`src/rtl/irq_arbiter.sv`:
```
module irq_arbiter #(
  parameter int NIRQ = 12
) (
  input  logic                    clk,
  input  logic                    rst_n,
  input  logic [NIRQ-1:0]         irq_pend,
  input  logic [NIRQ-1:0]         irq_deleg,
  input  logic [1:0]              priv_mode,
  input  logic                    mie_bit,
  input  logic                    sie_bit,
  input  logic                    wfi_req,
  output logic                    take_irq,
  output logic [$clog2(NIRQ)-1:0] take_cause,
  output logic [1:0]              take_mode,
  output logic                    wfi_stall,
  output logic                    wfi_wake
);
  localparam int CW = $clog2(NIRQ);
  localparam int NPRIO = 6;
  localparam logic [1:0] MODE_U = 2'b00;
  localparam logic [1:0] MODE_S = 2'b01;
  localparam logic [1:0] MODE_M = 2'b11;
  localparam logic [NIRQ-1:0] ARB_MASK = NIRQ'(12'hAAA);
  localparam int PRIO [NPRIO] = '{11, 3, 7, 9, 1, 5};

  function automatic logic [CW-1:0] pick(input logic [NIRQ-1:0] v);
    logic [CW-1:0] r;
    r = '0;
    for (int k = NPRIO - 1; k >= 0; k--)
      if (v[PRIO[k]]) r = CW'(PRIO[k]);
    return r;
  endfunction

  logic            m_ok, s_ok, m_any, s_any, any_pend, stall_q;
  logic [NIRQ-1:0] m_cand, s_cand;

  assign m_ok = (priv_mode != MODE_M) | mie_bit;
  assign s_ok = (priv_mode == MODE_U) | ((priv_mode == MODE_S) & sie_bit);

  assign m_cand = irq_pend & ~irq_deleg & ARB_MASK & {NIRQ{m_ok}};
  assign s_cand = irq_pend &  irq_deleg & ARB_MASK & {NIRQ{s_ok}};
  assign m_any  = |m_cand;
  assign s_any  = |s_cand;

  assign take_irq   = m_any | s_any;
  assign take_cause = m_any ? pick(m_cand) : (s_any ? pick(s_cand) : '0);
  assign take_mode  = m_any ? MODE_M : (s_any ? MODE_S : MODE_U);

  assign any_pend = |irq_pend;

  always_ff @(posedge clk or negedge rst_n) begin
    if (!rst_n)        stall_q <= 1'b0;
    else if (any_pend) stall_q <= 1'b0;
    else if (wfi_req)  stall_q <= 1'b1;
  end

  assign wfi_stall = stall_q;
  assign wfi_wake  = stall_q & any_pend;
endmodule

```
`config.mk`:
```
export PLATFORM = sky130hd
export DESIGN_NAME = irq_arbiter
export DESIGN_NICKNAME = d
export VERILOG_FILES = /design/src/rtl/irq_arbiter.sv
export SDC_FILE = /design/constraint.sdc
export NUM_CORES = 1
export LEC_CHECK = 0
export BUFFER_PORTS_ARGS = -buffer_cell sky130_fd_sc_hd__buf_2
export CAP_MARGIN = 20
export CORE_AREA = 2 2 39 41
export DETAILED_ROUTE_END_ITERATION = 10
export DIE_AREA = 0 0 41 43
export PLACE_DENSITY = 0.65
export SYNTH_ARGS = -nofsm -noshare
export SYNTH_HDL_FRONTEND = slang
export SYNTH_SLANG_ARGS = --single-unit
```
`constraint.sdc`:
```
create_clock -name clk -period 1.25 [get_ports clk]
set_input_delay 0.0625 -clock clk [delete_from_list [all_inputs] [get_ports clk]]
set_output_delay 0.0625 -clock clk [all_outputs]
set_load 0.02 [all_outputs]
```
==> flow_summary.json <==
{
  "cpPeakStageDelay_ns": 0.36,
  "grt_pass1_vias": 444,
  "cp-start-kind": "input pin",
  "setup_viol": 1,
  "max-vdd-ir-drop_v": 0.000208,
  "grt.overflow.total": 0,
  "routed_wire_length_per_instance_um": 10.3,
  "rr_startpoint": "wfi_stall",
  "grt.total_usage": 0.120,
  "start_util": 0.207,
  "core_um2": 1380,
  "cp-startpoint": "irq_deleg[9]",
  "slowest_stage": "or3b_1",
  "worst_pin_slew_ns": 0.405,
  "gp_congestion": 0.757,
  "layout.nets": 116,
  "num_io_pins": 40,
  "antenna_left": 0,
  "wirelength_mm": 1.02,
  "die_h_um": 43,
  "fmax_mhz": 780,
  "fp-row-count": 14,
  "drive_gt1_frac": 0.530,
  "worst-path-buf-inv": 2,
  "power.internal_w": 0.000134,
  "power.switching_w": 0.000103,
  "num_vias": 493,
  "crit_path_end_kind": "primary output",
  "p_clk_frac": 0,
  "ys_seq_area_frac": 0.0873,
  "grt_setup_unrepaired": "yes",
  "grt_max_degree": 7,
  "place_area_um2": 500,
  "first_iter_violations": 16,
  "die_x_um": 41,
  "final_cell_mix": "buf_2 (30), buf_4 (7)",
  "status": "complete, but fails checks",
  "required_ns": 1.19,
  "n_antenna_cell": 0,
  "max_slew_margin": 0.730,
  "yosys-top-cells-area": "a21oi_1 (8.7%), dfrtp_1 (8.7%), nor2b_1 (8.7%), a21o_1 (7.9%), nor4_1 (6.6%)",
  "largest_reg_flops": 1,
  "synth_cell_types": 22,
  "clk_pin_slew_ns": 0,
  "min-delay-start": "wfi_req",
  "hold_viol_final": 0,
  "cp_data_arrival_time_ns": 1.22,
  "synthesis.nets": 75,
  "power_frac_comb": 0.861,
  "leakagePower_nw": 0.285,
  "synthesis.area_um2": 287,
  "seqPwrFrac": 0.139,
  "synth_top_cell_area_share": 0.0873,
  "syn-mean-instance-area_um2": 6.51,
  "power_density_nw_per_um2": 430,
  "cp_max_fo": 2,
  "cp_common_cell": "buf_6",
  "fin_crit_sh": 1.03,
  "swShare": 0.435,
  "insertion_delay_ns": 0,
  "grt_pass1_wl_mm": 1.61,
  "min_period_ns": 1.28,
  "layout_setup_ws_ns": -0.0326,
  "synthToLayoutAreaGrowth_pct": 93.0,
  "ys_ff_latch": 1,
  "worstPathCellList": "buf_6 -> a22oi_2 -> or3b_1 -> a211o_1 -> o22ai_2 -> buf_6",
  "portBuffers": 33,
  "cap_viol_max_count": 0,
  "fin_area_um2": 553,
  "post-route-drc-count": 0,
  "fin_setup_tns_ns": -0.0326,
  "power_w": 0.000238,
  "synth_warnings": 0,
  "hp-class": "in -> reg",
  "synthCells": 44,
  "crit_type": "in -> out",
  "die_area_um2": 1760,
  "violations": "negative setup slack",
  "mostFrequentLayoutCell": "buf_2",
  "fin_skew_ns": 0,
  "slew_viol_final": 0,
  "utilization": 0.400,
  "fillCellCount": 164,
  "synth_top_cell_by_area": "a21oi_1",
  "place_hpwl_um": 872,
  "cp_top_family": "compound AO/OA/AOI/OAI gates",
  "via_per_inst": 4.98,
  "multi_input_area_um2": 250,
  "antenna_found_initial": 0,
  "dr.pass1.iters": 4,
  "seqCellArea_um2": 25.0
}
-- cell type report --
class / count / share of cell area
multi-input cells: 38 / 0.452
inverters: 3 / 0.0204
flip-flops and latches: 1 / 0.0452
repair buffers: 41 / 0.446
well taps: 16 / 0.0362
-- worst min-delay path: stages --
cell    delay [ns]
buf_2         0.07
nor2_1        0.03
nor2_1        0.08
-- through the flow --
stage | hold slack [ns] | cells | setup WS [ns]
6_report | 0.288 | 99 | -0.0326
5_1_grt | 0.307 | 99 | -0.0837
4_1_cts | 0.291 | 98 | -0.0576
3_5_place_dp | -0.160 | 96 | -0.121
3_3_place_gp | -0.162 | 96 | -0.108
2_1_floorplan | -0.233 | 44 | -0.00248
-- cells in the mapped netlist (all sizes together) --
library cell,n
a211o,2
inv,3
a22oi,1
nand3,2
nand2b,1
and2,1
buf,2
nor2,4
dfrtp,1
a21o,3
a32oi,1
o32ai,1
or3b,1
a222oi,1
nor2b,4
o22ai,1
o21ai,1
a211oi,1
nand2,4
nor4,3
a21oi,5
a31oi,1
-- power by group through the flow --
stage                     registers (W)  logic (W)  clock network [W]
after floorplan               0.0000330  0.0000983                  0
after detailed placement      0.0000330   0.000184                  0
after global placement        0.0000330   0.000182                  0
after CTS                     0.0000330   0.000197                  0
after global routing          0.0000330   0.000223                  0
final                         0.0000330   0.000205                  0
-- logic make-up (layout without fill, tap and decap cells) --
kind of cell	count (synthesis)	count (layout)	share of synthesized area
AO/OA/AOI/OAI	18	18	0.454
AND/OR/NAND/NOR	20	20	0.367
flip-flops	1	1	0.0873
buffers and inverters	5	44	0.0917
-- metal layers --
metal | GRT usage | part of all wire | vias up
li1 | - | - | 248
met2 | 0.219 | 0.51 | 25
met4 | 0 | 0 | 0
met3 | 0.00524 | 0.092 | 0
met5 | 0 | 0 | -
met1 | 0.156 | 0.39 | 220
-- timing repair --
action,CTS,global route
setup buffers,1,1
pin swaps,3,4
endpoints found under the hold margin,1,0
gates cloned,0,0
gates resized for setup,5,2
hold buffers,1,0
setup endpoints to repair,2,5
-- final timing paths --
kind                            endpoint  slack [ns]  depth (start not counted)
setup / recovery           take_cause[2]       -0.03                          6
hold / removal                 wfi_stall        0.29                          3
setup reg to reg               wfi_stall        0.62                          2
hold reg to reg                wfi_stall        0.51                          2
max in group asynchronous      wfi_stall        0.78                          2
min in group asynchronous      wfi_stall        0.38                          2
Note: power is estimated with default switching activity, not from simulation.
